$ cat config.mk
export PLATFORM = sky130hd
export DESIGN_NAME = pair_issue
export DESIGN_NICKNAME = d
export VERILOG_FILES = /design/src/rtl/pair_issue_pkg.sv /design/src/rtl/pair_regmatch.sv /design/src/rtl/pair_ld_shadow.sv /design/src/rtl/pair_issue.sv
export SDC_FILE = /design/constraint.sdc
export NUM_CORES = 1
export LEC_CHECK = 0
export BUFFER_PORTS_ARGS = -buffer_cell sky130_fd_sc_hd__buf_2
export CORE_MARGIN = 2
export CORE_UTILIZATION = 45
export CTS_BUF_LIST = sky130_fd_sc_hd__clkbuf_8
export CTS_CLUSTER_SIZE = 24
export DETAILED_ROUTE_END_ITERATION = 8
export PLACE_DENSITY = 0.83
export SETUP_SLACK_MARGIN = 0.4
export SLEW_MARGIN = 30
export SYNTH_ARGS = -nofsm -noshare
export SYNTH_HDL_FRONTEND = slang
export SYNTH_SLANG_ARGS = --single-unit
$ cat constraint.sdc
create_clock -name clk -period 2.04 [get_ports clk]
set_input_delay 0.204 -clock clk [delete_from_list [all_inputs] [get_ports clk]]
set_output_delay 0.204 -clock clk [all_outputs]
set_load 0.005 [all_outputs]
$ cat src/rtl/pair_issue_pkg.sv
package pair_issue_pkg;
   typedef enum logic [1:0] {
      CL_IALU = 2'd0,
      CL_ILD  = 2'd1,
      CL_FLD  = 2'd2,
      CL_FOP  = 2'd3
   } icls_e;

   function automatic logic cls_is_load(input logic [1:0] c);
      return (c == CL_ILD) || (c == CL_FLD);
   endfunction

   function automatic logic cls_reads_fp(input logic [1:0] c);
      return c == CL_FOP;
   endfunction
endpackage

$ cat src/rtl/pair_regmatch.sv
module pair_regmatch #(
   parameter int REG_W   = 5,
   parameter int NUM_SRC = 2
) (
   input  logic [NUM_SRC*REG_W-1:0] srcs,
   input  logic [REG_W-1:0]         key,
   input  logic                     key_vld,
   output logic                     hit
);
   logic [NUM_SRC-1:0] eq;

   for (genvar g = 0; g < NUM_SRC; g++) begin : g_cmp
      assign eq[g] = (srcs[g*REG_W +: REG_W] == key);
   end

   assign hit = key_vld & (|eq);
endmodule

$ cat src/rtl/pair_ld_shadow.sv
module pair_ld_shadow #(
   parameter int REG_W = 5
) (
   input  logic             clk,
   input  logic             rst_n,
   input  logic             ld_issued,
   input  logic             ld_to_fp,
   input  logic [REG_W-1:0] ld_dst,
   output logic             sh_vld,
   output logic             sh_fp,
   output logic [REG_W-1:0] sh_dst
);
   always_ff @(posedge clk) begin
      if (!rst_n) begin
         sh_vld <= 1'b0;
         sh_fp  <= 1'b0;
         sh_dst <= '0;
      end else begin
         sh_vld <= ld_issued;
         sh_fp  <= ld_to_fp;
         sh_dst <= ld_dst;
      end
   end

   // the record lives for exactly one cycle unless a new load refreshes it
   p_shadow_one_cycle_r9: assert property (@(posedge clk) disable iff (!rst_n)
      (sh_vld && !ld_issued) |=> !sh_vld);
endmodule

$ cat src/rtl/pair_issue.sv
module pair_issue
   import pair_issue_pkg::*;
#(
   parameter int REG_W   = 5,
   parameter int NUM_SRC = 2,
   parameter bit DUAL_EN = 1'b1,
   localparam int SRC_W  = NUM_SRC * REG_W
) (
   input  logic             clk,
   input  logic             rst_n,
   input  logic             lf_vld,
   input  logic [1:0]       lf_cls,
   input  logic [SRC_W-1:0] lf_src,
   input  logic [REG_W-1:0] lf_dst,
   input  logic             rt_vld,
   input  logic [1:0]       rt_cls,
   input  logic [SRC_W-1:0] rt_src,
   output logic             issue_left,
   output logic             issue_right,
   output logic             replay_right
);
   if (REG_W < 1 || NUM_SRC < 1) begin : g_bad_cfg
      $error("pair_issue: REG_W and NUM_SRC must be at least 1");
   end

   logic             sh_vld, sh_fp;
   logic [REG_W-1:0] sh_dst;
   logic             lf_prev_hit, rt_prev_hit, rt_same_hit;
   logic             lf_fp_reader, pair_order_ok;

   assign lf_fp_reader  = cls_reads_fp(lf_cls);
   assign pair_order_ok = !cls_reads_fp(lf_cls) && (rt_cls == CL_FOP);

   // previous-cycle load against left sources, same register file only
   pair_regmatch #(.REG_W(REG_W), .NUM_SRC(NUM_SRC)) u_lf_prev (
      .srcs(lf_src), .key(sh_dst), .key_vld(sh_vld && (sh_fp == lf_fp_reader)),
      .hit(lf_prev_hit));

   // previous-cycle FP load against right FP sources
   pair_regmatch #(.REG_W(REG_W), .NUM_SRC(NUM_SRC)) u_rt_prev (
      .srcs(rt_src), .key(sh_dst), .key_vld(sh_vld && sh_fp),
      .hit(rt_prev_hit));

   // FP load in the left slot against its partner's FP sources
   pair_regmatch #(.REG_W(REG_W), .NUM_SRC(NUM_SRC)) u_rt_same (
      .srcs(rt_src), .key(lf_dst), .key_vld(lf_vld && (lf_cls == CL_FLD)),
      .hit(rt_same_hit));

   assign issue_left = lf_vld && !lf_prev_hit;

   if (DUAL_EN) begin : g_dual
      assign issue_right = issue_left && rt_vld && pair_order_ok &&
                           !rt_prev_hit && !rt_same_hit;
   end else begin : g_single
      logic unused_haz;
      assign unused_haz  = rt_prev_hit ^ rt_same_hit ^ pair_order_ok;
      assign issue_right = 1'b0;
   end

   assign replay_right = issue_left && rt_vld && !issue_right;

   pair_ld_shadow #(.REG_W(REG_W)) u_shadow (
      .clk(clk), .rst_n(rst_n),
      .ld_issued(issue_left && cls_is_load(lf_cls)),
      .ld_to_fp(lf_cls == CL_FLD),
      .ld_dst(lf_dst),
      .sh_vld(sh_vld), .sh_fp(sh_fp), .sh_dst(sh_dst));

   p_right_needs_left_r3: assert property (@(posedge clk) disable iff (!rst_n)
      issue_right |-> issue_left);

   p_order_r4: assert property (@(posedge clk) disable iff (!rst_n)
      issue_right |-> (lf_cls != CL_FOP) && (rt_cls == CL_FOP));

   p_same_pair_r5: assert property (@(posedge clk) disable iff (!rst_n)
      (lf_cls == CL_FLD && rt_vld &&
       (rt_src[REG_W-1:0] == lf_dst)) |-> !issue_right);

   p_int_ld_delay_r6: assert property (@(posedge clk) disable iff (!rst_n)
      ($past(rst_n) && $past(issue_left) && $past(lf_cls) == CL_ILD &&
       lf_cls != CL_FOP && lf_src[REG_W-1:0] == $past(lf_dst)) |-> !issue_left);

   p_replay_excl_r10: assert property (@(posedge clk) disable iff (!rst_n)
      replay_right |-> (!issue_right && issue_left));
endmodule

After elaboration in Yosys (flattened, before gate mapping):

Cells that the tools add are included.

* register bits: 7
* input port bits: 33
* output and inout port bits: 3
* logic and storage cells: 37

* equality and inequality tests: 11
* bitwise gates (word level): 3
* reductions and logical operators: 20

Operators by type and width (number)
* 5-bit == test: 6
* 1-bit logical AND: 11
* 2-bit == test, second input constant: 3
* 2-bit OR reduction: 3
* 1-bit zero test: 5
* 1-bit AND: 3
* 2-bit by 1-bit == test with 1-bit output, second input constant: 1
* 1-bit == test: 1
* 1-bit logical OR: 1

Depth between registers and ports, before layout:

* depth after elaboration: 12
* mapped depth: 6
* mapped depth without buffers: 6

Cells and area by module:

A second synthesis with hierarchy kept.

* cells, all modules: 72
* area, all modules: 630.6 sq um

Modules (own cells, without submodules)
* pair_regmatch: times used 3, cells an instance 15, area each 113.9 sq um, seq. area each 0.0 sq um
* pair_ld_shadow: times used 1, cells an instance 14, area each 183.9 sq um, seq. area each 140.1 sq um
* pair_issue: times used 1, cells an instance 13, area each 105.1 sq um, seq. area each 0.0 sq um

Worst setup path after synthesis:

Ideal clock, no wire load.

* path kind: register -> output
* start: register u_shadow.sh_dst[3]
* end: output replay_right
* arrival: 1.211 ns
* data required time: 1.836 ns
* slack: 0.625 ns
* cell stages (with the launch flop): 7
* path buffers: 0
* path through: dfxtp_1 > xor2_1 > nor3_1 > a32oi_1 > o21ai_1 > inv_1 > and3_1

* cells in the longest elaborated chain, start to end: 11
* elaborated cells between the ends (all ways): 17
* classes of those cells: 4 x eq/ne; 2 x bitwise; 11 x reduce/logical

RTL lines
* from (decl): line pair_ld_shadow.sv:11 `output logic [REG_W-1:0] sh_dst`
* from (signal assigned): line pair_ld_shadow.sv:21 `sh_dst <= ld_dst;`
* 5-bit == test: line pair_regmatch.sv:13 `assign eq[g] = (srcs[g*REG_W +: REG_W] == key);`
* 2-bit OR reduction (*): line pair_regmatch.sv:16 `assign hit = key_vld & (|eq);`
* 1-bit AND (*): line pair_regmatch.sv:16
* 1-bit zero test (*): line pair_issue.sv:49 `assign issue_left = lf_vld && !lf_prev_hit;`
* 1-bit logical AND (*): line pair_issue.sv:49
* named net issue_left: line pair_issue.sv:18 `output logic issue_left,`
* 1-bit logical AND (*): line pair_issue.sv:52, pair_issue.sv:60
* 1-bit logical AND (2 in a row): line pair_issue.sv:52 `assign issue_right = issue_left && rt_vld && pair_order_ok &&`
* 1-bit logical AND: line pair_issue.sv:53 `!rt_prev_hit && !rt_same_hit;`
* 1-bit zero test: line pair_issue.sv:60 `assign replay_right = issue_left && rt_vld && !issue_right;`
* 1-bit logical AND (*): line pair_issue.sv:60
* to (decl): line pair_issue.sv:20 `output logic replay_right`

The timed path passes the listed nets; every way through them passes the cells marked *.

Worst setup path in the final report:

* start: register u_shadow.sh_dst[3]
* end: output replay_right

* cells in the longest elaborated chain, start to end: 11
* elaborated cells between the ends (all ways): 17
* classes of those cells: 4 x eq/ne; 2 x bitwise; 11 x reduce/logical

RTL lines (line)
* 5-bit == test: pair_regmatch.sv:13
* 2-bit OR reduction: pair_regmatch.sv:16
* 1-bit AND: pair_regmatch.sv:16
* 1-bit zero test: pair_issue.sv:49
* 1-bit logical AND: pair_issue.sv:49
* 1-bit logical AND: pair_issue.sv:52, pair_issue.sv:60
* 1-bit logical AND (2 in a row): pair_issue.sv:52
* 1-bit logical AND: pair_issue.sv:53
* 1-bit zero test: pair_issue.sv:60
* 1-bit logical AND (*): pair_issue.sv:60

Every way passes the cells marked *; elsewhere a longest branch is shown, timed or not.

==> results_dict.tcl <==
set metrics [dict create \
    status "finished, final reports clean" \
    r2r_end "u_shadow.sh_vld" \
    synth_fp_nets 106 \
    ir_drop_v 0.000474 \
    max_slew_margin_pct 83.8 \
    initial_core_util_pct 47.5 \
    synth-seq-cells 7 \
    htree_num_levels 1 \
    insertion_delay_ns 0.23 \
    arrival_ns 1.58 \
    via_per_inst 5.00 \
    grt_usage_pct 20.4 \
    antenna_found_initial 0 \
    ys_top_cells_by_area "xnor2_1, dfxtp_1, xor2_1" \
    dp.final_hpwl_um 1210 \
    synth_most_common_cell "xnor2_1" \
    clk_pin_slew_ns 0.04 \
    drive_gt1_share_pct 45.0 \
    antenna_cells 0 \
    dp_cells 121 \
    worstHoldStart "lf_dst[4]" \
    finalNonFillerCells 126 \
    portBuffers 35 \
    cts-root-buf "clkbuf_8" \
    whs_path_depth 2 \
    rsz0062_at_grt "true" \
    yosys.cell_types.count 19 \
    row_count 13 \
    yosys.area.top_type "xnor2_1" \
    dr.pass1.iters 4 \
    setup_viol 0 \
    skew_ns 0.00285 \
    die_w_um 40.8 \
    drc_errors 0 \
    cts_buffer_depth 2 \
    rrSetupSlack_ns 0.71 \
    worst_r2r_startpoint "u_shadow.sh_dst[0]" \
    core_area_sq_um 1280 \
    area_delta_synth_final_pct 47.5 \
    cts_buffers 3 \
    cp.required_ns 1.84 \
    powerDensity_nw_per_um2 540 \
    worstMarginPinSlew_ns 0.242 \
    synth_top_area_share_pct 30.1 \
    r2r_cells 6 \
    power.leakage_uw 0.000408 \
    ys_async_sr_fraction_pct 0 \
    cts_tree "yes" \
    die_h_um 40.8 \
    min_period_over_period_pct 87.4 \
    syn_area_sq_um 611 \
    setup_tns_ns 0 \
    hold_end "u_shadow.sh_dst[4]" \
    syn-instance-count 71 \
    die-area_sq_um 1670 \
    detail-route-antenna-nets 0 \
    synth_edf_count 0 \
    path_max_fanout 4 \
    grt_max_degree 8 \
    place.gp.congestion 0.803 \
    ys_seq_area_share_pct 23.0 \
    drt_iter0_drc 30 \
    hold_viol 0 \
    synth-warning-count 0 \
    synth_common_cells "xnor2_1, xor2_1, dfxtp_1" \
    synth_flop_cell "dfxtp_1" \
    wl_per_cell_um 12.3 \
    vias 630 \
    maxCapViolations 0 \
    fmax_ghz 0.561 \
    maxSlewViolCount 0 \
    power_uw 486 \
    dpl_cell_area_sq_um 805 \
    crit_type "flop to output pin" \
    hp-class "primary input to flop" \
    fin_crit_ns 1.78 \
    grt_pass1_vias 528 \
    grt_pass1_wl_um 2110 \
    start_kind "flop" \
    clock-sinks 7 \
    syn_area_per_cell_sq_um 8.60 \
    setup.worst_path.end_class "output pin" \
    fin_util_pct 70.1 \
    wl_um 1550 \
    boundaryPins 36 \
    nNetsFinal 147 \
    final_area_sq_um 901 \
    grt_overflow 0 \
]
area by class of cell:
cell class	count	area, sq um
sequential	7	151
clock inverter	1	3.75
timing repair buffer	36	183
tap	15	18.8
fill	107	384
multi-input combinational	61	492
clock buffer	3	41.3
inverter	3	11.3
cell usage in the layout, fill, tap and decap left out, drive strengths merged:
cell type	synthesis	final
a311o	1	1
xnor2	21	21
nor2	2	2
buf	0	36
ha	2	2
clkbuf	0	3
o22ai	1	1
and2	6	6
o31ai	1	1
nand2	5	5
o21ai	1	1
nand4	2	2
dfxtp	7	7
a32oi	1	1
and3	1	1
nand3	2	2
nor3	4	4
xor2	10	10
inv	3	4
nor3b	1	1
worst max path at each step:
stage / startpoint / endpoint / cells after the start
after floorplan: u_shadow.sh_dst[3] / replay_right / 6
after CTS: u_shadow.sh_dst[4] / replay_right / 7
final: u_shadow.sh_dst[3] / replay_right / 7
after detailed placement: u_shadow.sh_dst[3] / replay_right / 7
after global routing: u_shadow.sh_dst[3] / replay_right / 7
after global placement: u_shadow.sh_dst[3] / replay_right / 7
through the flow:
stage	worst slack [ns]	hold slack, ns
5_1_grt	0.174	0.242
2_1_floorplan	0.625	0.326
3_3_place_gp	0.436	0.458
6_report	0.257	0.230
3_5_place_dp	0.396	0.467
4_1_cts	0.258	0.231
critical path: stages (launching register included):
cell	delay [ns]
dfxtp_4	0.36
xor2_2	0.15
nor3_2	0.18
a32oi_1	0.11
o21ai_1	0.19
inv_1	0.09
and3_1	0.15
buf_2	0.12
layer usage:
| metal | share of wire (%) | global-route usage (%) |
|---|---|---|
| met2 | 50 | 34.0 |
| met5 | 0 | 0 |
| met4 | 0.52 | 5.00 |
| met1 | 40 | 23.2 |
| met3 | 9.4 | 9.78 |
registers in the layout (all words and copies together) (netlist names):
name and count:
u_shadow.sh_fp 1, u_shadow.sh_dst 5, u_shadow.sh_vld 1
timing repair:
item                       4_1_cts  5_1_grt
hold buffers                     0        0
gates resized for setup          9        3
pin swaps                        7        5
setup endpoints to repair        3        3
setup buffers                    1        0
cells by family (layout without fill, tap and decap cells):
group,count (synthesis),after routing,synth area share (%)
AO/OA/AOI/OAI,5,5,6.15
XOR/XNOR,31,31,44.5
adder cells (fa/ha/maj),2,2,4.10
buffers and inverters,3,43,1.84
flip-flops,7,7,23.0
AND/OR/NAND/NOR,23,23,20.5
where the power goes:
group	internal [uW]	switching, uW	total (uW)
clock	130	63.5	194
sequential	145	11.8	156
combinational	76.2	60.0	136
Note: power is estimated with default switching activity, not from simulation.
